## config.mk

```make
export PLATFORM = sky130hd
export DESIGN_NAME = ind_idx_seq
export DESIGN_NICKNAME = d
export VERILOG_FILES = /design/src/rtl/ind_idx_pkg.sv /design/src/rtl/ind_idx_ptr.sv /design/src/rtl/ind_idx_add.sv /design/src/rtl/ind_idx_dots.sv /design/src/rtl/ind_idx_seq.sv
export SDC_FILE = /design/constraint.sdc
export NUM_CORES = 1
export LEC_CHECK = 0
export ABC_AREA = 1
export BUFFER_PORTS_ARGS = -buffer_cell sky130_fd_sc_hd__buf_2
export CAP_MARGIN = 20
export CORE_MARGIN = 4
export CORE_UTILIZATION = 35
export CTS_BUF_LIST = sky130_fd_sc_hd__clkbuf_8
export CTS_CLUSTER_SIZE = 25
export DETAILED_ROUTE_END_ITERATION = 8
export PLACE_DENSITY_LB_ADDON = 0.12
export SYNTH_ARGS = -nofsm -noshare
export SYNTH_HDL_FRONTEND = slang
export SYNTH_SLANG_ARGS = --single-unit
```

## constraint.sdc

```tcl
create_clock -name clk -period 1.95 [get_ports clk]
set_input_delay 0.195 -clock clk [delete_from_list [all_inputs] [get_ports clk]]
set_output_delay 0.195 -clock clk [all_outputs]
set_load 0.005 [all_outputs]
```

## src/rtl/ind_idx_pkg.sv

```systemverilog
package ind_idx_pkg;
   typedef enum logic [2:0] {
      S_IDLE  = 3'd0,
      S_OP    = 3'd1,
      S_PTR   = 3'd2,
      S_BLO   = 3'd3,
      S_BHI   = 3'd4,
      S_GUESS = 3'd5,
      S_FIX   = 3'd6
   } seq_state_t;
endpackage

```

## src/rtl/ind_idx_ptr.sv

```systemverilog
module ind_idx_ptr #(
   parameter int AW = 16,
   parameter int DW = 8
) (
   input  logic [DW-1:0] ptr,
   output logic [AW-1:0] lo_addr,
   output logic [AW-1:0] hi_addr
);
   localparam int PAD = AW - DW;
   logic [DW-1:0] ptr_next;

   // increment stays inside the first page
   assign ptr_next = ptr + DW'(1);
   assign lo_addr  = {{PAD{1'b0}}, ptr};
   assign hi_addr  = {{PAD{1'b0}}, ptr_next};
endmodule

```

## src/rtl/ind_idx_add.sv

```systemverilog
module ind_idx_add #(
   parameter int DW = 8
) (
   input  logic [DW-1:0] base_lo,
   input  logic [DW-1:0] idx,
   input  logic [DW-1:0] base_hi,
   input  logic          carry_in,
   output logic [DW-1:0] sum,
   output logic          carry_out,
   output logic [DW-1:0] hi_fixed
);
   assign {carry_out, sum} = {1'b0, base_lo} + {1'b0, idx};
   assign hi_fixed = base_hi + DW'(carry_in);
endmodule

```

## src/rtl/ind_idx_dots.sv

```systemverilog
module ind_idx_dots #(
   parameter int DOT_W = 32,
   parameter int STEP  = 3
) (
   input  logic             clk,
   input  logic             rst_n,
   input  logic             en,
   output logic [DOT_W-1:0] count
);
   generate
      if (STEP == 1) begin : g_unit
         always_ff @(posedge clk) begin
            if (!rst_n)  count <= '0;
            else if (en) count <= count + DOT_W'(1);
         end
      end else begin : g_multi
         localparam logic [DOT_W-1:0] INC = DOT_W'(STEP);
         always_ff @(posedge clk) begin
            if (!rst_n)  count <= '0;
            else if (en) count <= count + INC;
         end
      end
   endgenerate
endmodule

```

## src/rtl/ind_idx_seq.sv

```systemverilog
module ind_idx_seq
   import ind_idx_pkg::*;
#(
   parameter int AW           = 16,
   parameter int DW           = 8,
   parameter int CYC_W        = 3,
   parameter int DOT_W        = 32,
   parameter int DOTS_PER_CYC = 3
) (
   input  logic             clk,
   input  logic             rst_n,
   input  logic             start,
   input  logic             is_store,
   input  logic [DW-1:0]    y_val,
   input  logic [DW-1:0]    acc_val,
   input  logic [AW-1:0]    pc_in,
   input  logic [DW-1:0]    rd_data,
   output logic [AW-1:0]    addr,
   output logic             rw,
   output logic [DW-1:0]    wr_data,
   output logic             active,
   output logic             done,
   output logic [CYC_W-1:0] cyc_count,
   output logic [DW-1:0]    data_out,
   output logic [AW-1:0]    pc_out,
   output logic [DOT_W-1:0] dot_count
);
   generate
      if (AW != 2 * DW) begin : g_bad_aw
         $error("ind_idx_seq: AW must be twice DW");
      end
      if (CYC_W < 3) begin : g_bad_cyc
         $error("ind_idx_seq: CYC_W too small to hold 6");
      end
      if (DOTS_PER_CYC < 1) begin : g_bad_dots
         $error("ind_idx_seq: DOTS_PER_CYC must be at least 1");
      end
   endgenerate

   seq_state_t       state_q;
   logic [AW-1:0]    pc_q;
   logic [DW-1:0]    y_q, acc_q, ptr_q, blo_q, bhi_q, sum_q, data_q;
   logic             store_q, carry_q, done_q;
   logic [CYC_W-1:0] cnt_q, cyc_q;

   logic [AW-1:0]    zp_lo_addr, zp_hi_addr;
   logic [DW-1:0]    sum_c, hi_fix_c;
   logic             carry_c;

   ind_idx_ptr #(.AW(AW), .DW(DW)) u_ptr (
      .ptr     (ptr_q),
      .lo_addr (zp_lo_addr),
      .hi_addr (zp_hi_addr)
   );

   ind_idx_add #(.DW(DW)) u_add (
      .base_lo   (blo_q),
      .idx       (y_q),
      .base_hi   (bhi_q),
      .carry_in  (carry_q),
      .sum       (sum_c),
      .carry_out (carry_c),
      .hi_fixed  (hi_fix_c)
   );

   ind_idx_dots #(.DOT_W(DOT_W), .STEP(DOTS_PER_CYC)) u_dots (
      .clk   (clk),
      .rst_n (rst_n),
      .en    (active),
      .count (dot_count)
   );

   always_comb begin
      unique case (state_q)
         S_BLO:          addr = zp_lo_addr;
         S_BHI:          addr = zp_hi_addr;
         S_GUESS, S_FIX: addr = {bhi_q, sum_q};
         default:        addr = pc_q;
      endcase
   end

   assign active    = (state_q != S_IDLE);
   assign rw        = !((state_q == S_FIX) && store_q);
   assign wr_data   = rw ? '0 : acc_q;
   assign done      = done_q;
   assign cyc_count = cyc_q;
   assign data_out  = data_q;
   assign pc_out    = pc_q;

   always_ff @(posedge clk) begin
      if (!rst_n) begin
         state_q <= S_IDLE;
         pc_q    <= '0;
         y_q     <= '0;
         acc_q   <= '0;
         store_q <= 1'b0;
         ptr_q   <= '0;
         blo_q   <= '0;
         bhi_q   <= '0;
         sum_q   <= '0;
         carry_q <= 1'b0;
         done_q  <= 1'b0;
         cnt_q   <= '0;
         cyc_q   <= '0;
         data_q  <= '0;
      end else begin
         done_q <= 1'b0;
         if (active) cnt_q <= cnt_q + CYC_W'(1);
         unique case (state_q)
            S_IDLE: if (start) begin
               pc_q    <= pc_in;
               y_q     <= y_val;
               acc_q   <= acc_val;
               store_q <= is_store;
               cnt_q   <= '0;
               state_q <= S_OP;
            end
            S_OP: begin
               pc_q    <= pc_q + AW'(1);
               state_q <= S_PTR;
            end
            S_PTR: begin
               ptr_q   <= rd_data;
               pc_q    <= pc_q + AW'(1);
               state_q <= S_BLO;
            end
            S_BLO: begin
               blo_q   <= rd_data;
               state_q <= S_BHI;
            end
            S_BHI: begin
               bhi_q   <= rd_data;
               sum_q   <= sum_c;
               carry_q <= carry_c;
               state_q <= S_GUESS;
            end
            S_GUESS: begin
               if (!store_q && !carry_q) begin
                  data_q  <= rd_data;
                  cyc_q   <= cnt_q + CYC_W'(1);
                  done_q  <= 1'b1;
                  state_q <= S_IDLE;
               end else begin
                  bhi_q   <= hi_fix_c;
                  state_q <= S_FIX;
               end
            end
            S_FIX: begin
               if (!store_q) data_q <= rd_data;
               cyc_q   <= cnt_q + CYC_W'(1);
               done_q  <= 1'b1;
               state_q <= S_IDLE;
            end
            default: state_q <= S_IDLE;
         endcase
      end
   end
endmodule

```

==> impl_metrics.env <==
export IMPL_status="finished, violations left"
export IMPL_violations="negative setup slack"
export IMPL_fin_ws_ns=-0.0218
export IMPL_design_die_area_um2=19800
export IMPL_cp_end_kind="primary output"
export IMPL_yosysWarningCount=0
export IMPL_ys_seq_area_share_pct=37.7
export IMPL_path_depth=8
export IMPL_dr_pass1_iters=5
export IMPL_final_cells=1340
export IMPL_holdPathEnd="pc_out[2]"
export IMPL_cts_root_buf="clkbuf_8"
export IMPL_hpwl_um=13900
export IMPL_leakage_nw=3.61
export IMPL_cap_viol_max_count=0
export IMPL_vias=6449
export IMPL_dp_cells=1286
export IMPL_viasPerCell=4.81
export IMPL_final_core_util_pct=46.2
export IMPL_start_util_pct=35.6
export IMPL_gr_total_overflow=0
export IMPL_ant_nets=0
export IMPL_slowest_stage="dfxtp_2"
export IMPL_numCtsBuffers=17
export IMPL_critical_path_buf_inv_count=3
export IMPL_hp_start="pc_in[2]"
export IMPL_n_fill_cell=1838
export IMPL_reg2reg_slack_ns=0.16
export IMPL_area_growth_pct=29.7
export IMPL_grt_util_met1_pct=25.7
export IMPL_tritoncts="yes"
export IMPL_boundaryPins=130
export IMPL_drive_above_1_share_pct=22.5
export IMPL_synth_cells=940
export IMPL_mostFrequentLayoutCells="192 x nand2_1, 151 x nor2_1, 129 x buf_2, 112 x dfxtp_1, 101 x inv_1"
export IMPL_routed_wl_um=19100
export IMPL_critical_path_top_delay_family="buffers and inverters"
export IMPL_cts_sinks=116
export IMPL_met3_usage_pct=4.38
export IMPL_finalClockSkew_ns=0.00944
export IMPL_post_route_drc_count=0
export IMPL_grt_pass1_wl_um=30700
export IMPL_hold_viol_final=0
export IMPL_grt_use_total_pct=19.2
export IMPL_max_vdd_ir_drop_mv=0.431
export IMPL_fmax_mhz=507
export IMPL_setup_violations=5
export IMPL_post_drt_wl_per_cell_um=14.3
export IMPL_grt_setup_unrepaired="true"
export IMPL_finalMaxSlewViolations=0
export IMPL_die_h_um=141
export IMPL_r2r_cells=11
export IMPL_nets=1162
export IMPL_layout_commonest_cell="nand2_1"
export IMPL_clk_pin_slew_ns=0.07
export IMPL_cts_max_level=4
export IMPL_drt_iter0_drc=297
export IMPL_hp_class="in2reg"
export IMPL_period_needed_ns=1.97
export IMPL_die_w_um=141
export IMPL_synth_seq_cells=116
export IMPL_grt_max_degree=77
export IMPL_hold_ws_ns=0.0339
export IMPL_startpoint_type="register"
export IMPL_path_class="reg2out"
export IMPL_cts_path_max_buffers=2
export IMPL_path_cells="buf_6 > nand3_4 > nand2_4 > clkinvlp_4 > o22ai_2 > a21oi_1 > nand2_1 > buf_2"
export IMPL_diodes=0
export IMPL_synthesis_area_um2=6160
export IMPL_grt_pass1_vias=6015
export IMPL_dp_worst_setup_slack_ns=0.0657
export IMPL_critPathMaxStageDelay_ns=0.34
export IMPL_gp_congestion=0.849
export IMPL_p_total_mw=6.49
export IMPL_synth_avg_cell_area_um2=6.55
export IMPL_ys_types=37
export IMPL_placementRows=48
export IMPL_hold_depth=3
export IMPL_syn_num_nets=999
export IMPL_worstPathMaxFanout=6
export IMPL_antenna_found_initial=0
export IMPL_r2r_start="state_q[0]"
export IMPL_core_area_um2=17300
export IMPL_ys_flop_type="dfxtp_1"
export IMPL_port_buffers=129
export IMPL_globalRoute_busiestLayer="met2"
export IMPL_clk_latency_ns=0.44
export IMPL_worstReg2RegEnd="u_dots.count[20]"
export IMPL_power_density_nw_per_um2=813
export IMPL_slew_headroom_pct=69.5
export IMPL_required_ns=1.75
export IMPL_cp_arrival_ns=1.78
export IMPL_finalCritPeriodShare_pct=101
export IMPL_async_reset_ff_share_pct=0
export IMPL_worst_slew_pin_slew_ns=0.455
export IMPL_use_met2_pct=31.6
export IMPL_synth_edff_count=0
## repair_timing
action                                 4_1_cts  5_1_grt
setup buffers                               10        3
cloned                                       0        0
setup endpoints to repair                   16       30
resized for setup                           25       38
pin swaps                                    7       10
endpoints found under the hold margin       10        0
hold buffers                                10        0
## tightest hold or removal path: stages
cell and delay [ns]:
buf_2 0.10, nand2_1 0.06, a31oi_1 0.08
## Yosys cell counts, types with 2 or more instances
cell,instances,area (µm²)
a31oi_1,5,31.3
xnor2_1,2,17.5
nor2_2,5,31.3
clkbuf_1,17,63.8
inv_2,8,30.0
o22ai_1,5,31.3
inv_1,102,383
buf_2,9,45.0
o21a_1,2,15.0
nor3_1,6,30.0
o21ai_0,80,400
nor2_4,2,22.5
nor2_1,156,586
dfxtp_1,116,2320
o211ai_1,5,37.5
or2_2,3,18.8
nand3_1,69,345
nand4_1,18,113
nand2_2,3,18.8
o21ai_1,2,10.0
a21oi_1,85,425
buf_4,4,30.0
a22oi_1,3,22.5
nand3b_1,2,15.0
nand3_2,3,30.0
xor2_1,7,61.3
nand2_1,198,743
ha_1,14,175
## registers in the layout, summed over array words and instances (netlist names)
signal and cells:
state_q 3, carry_q 1, cyc_count 3, data_out 8, pc_out 16, ptr_q 8
u_dots.count 32, blo_q 8, y_q 8, sum_q 8, bhi_q 8, cnt_q 3
acc_q 8, store_q 1, done 1
## cells by family after synthesis
kind of cell	synth area share, %
compound gates	16.4
xor+xnor	1.28
fa+ha+maj	3.17
buf+inv	9.02
flops	37.7
simple gates	32.5
## worst max-delay path by stage
stage | from | to | slack [ns]
final | state_q[2] | addr[3] | -0.02
after global routing | state_q[1] | addr[4] | -0.15
after CTS | state_q[2] | addr[0] | -0.05
after detailed placement | state_q[0] | addr[13] | 0.07
after global placement | state_q[0] | addr[12] | 0.04
after floorplan | state_q[1] | addr[12] | 0.39
## final cells by class
class                           instances  area (µm²)  area share (%)
Clock buffer                           19         262            3.27
Clock inverter                         12         163            2.04
Inverter                              111         435            5.45
Multi-Input combinational cell        683        3450            43.2
Sequential cell                       116        2330            29.2
Tap cell                              225         282            3.53
Timing Repair Buffer                  174        1060            13.3
## routing by layer
layer / routed length, µm / vias to the layer above / part of all wire, %
met4: 197 / 0 / 1.0
met1: 9200 / 2899 / 48
li1: - / 3386 / -
met2: 8770 / 147 / 46
met3: 942 / 17 / 4.9
met5: 0 / - / 0
## report_power, final
part / switching (mW) / internal (mW) / total [mW] / leakage [nW]
clock: 0.995 / 1.43 / 2.43 / 0.220
combinational: 0.785 / 0.539 / 1.32 / 2.45
sequential: 0.191 / 2.55 / 2.74 / 0.947
total: 1.97 / 4.52 / 6.49 / 3.61
## through the flow
step | instance area [µm²] | setup TNS [ns]
3_5_place_dp | 7120 | 0
2_1_floorplan | 6160 | 0
6_report | 7990 | -0.0652
3_3_place_gp | 7120 | 0
4_1_cts | 7810 | -0.274
5_1_grt | 7990 | -1.39
No activity file was read; power rests on OpenSTA's default activity.
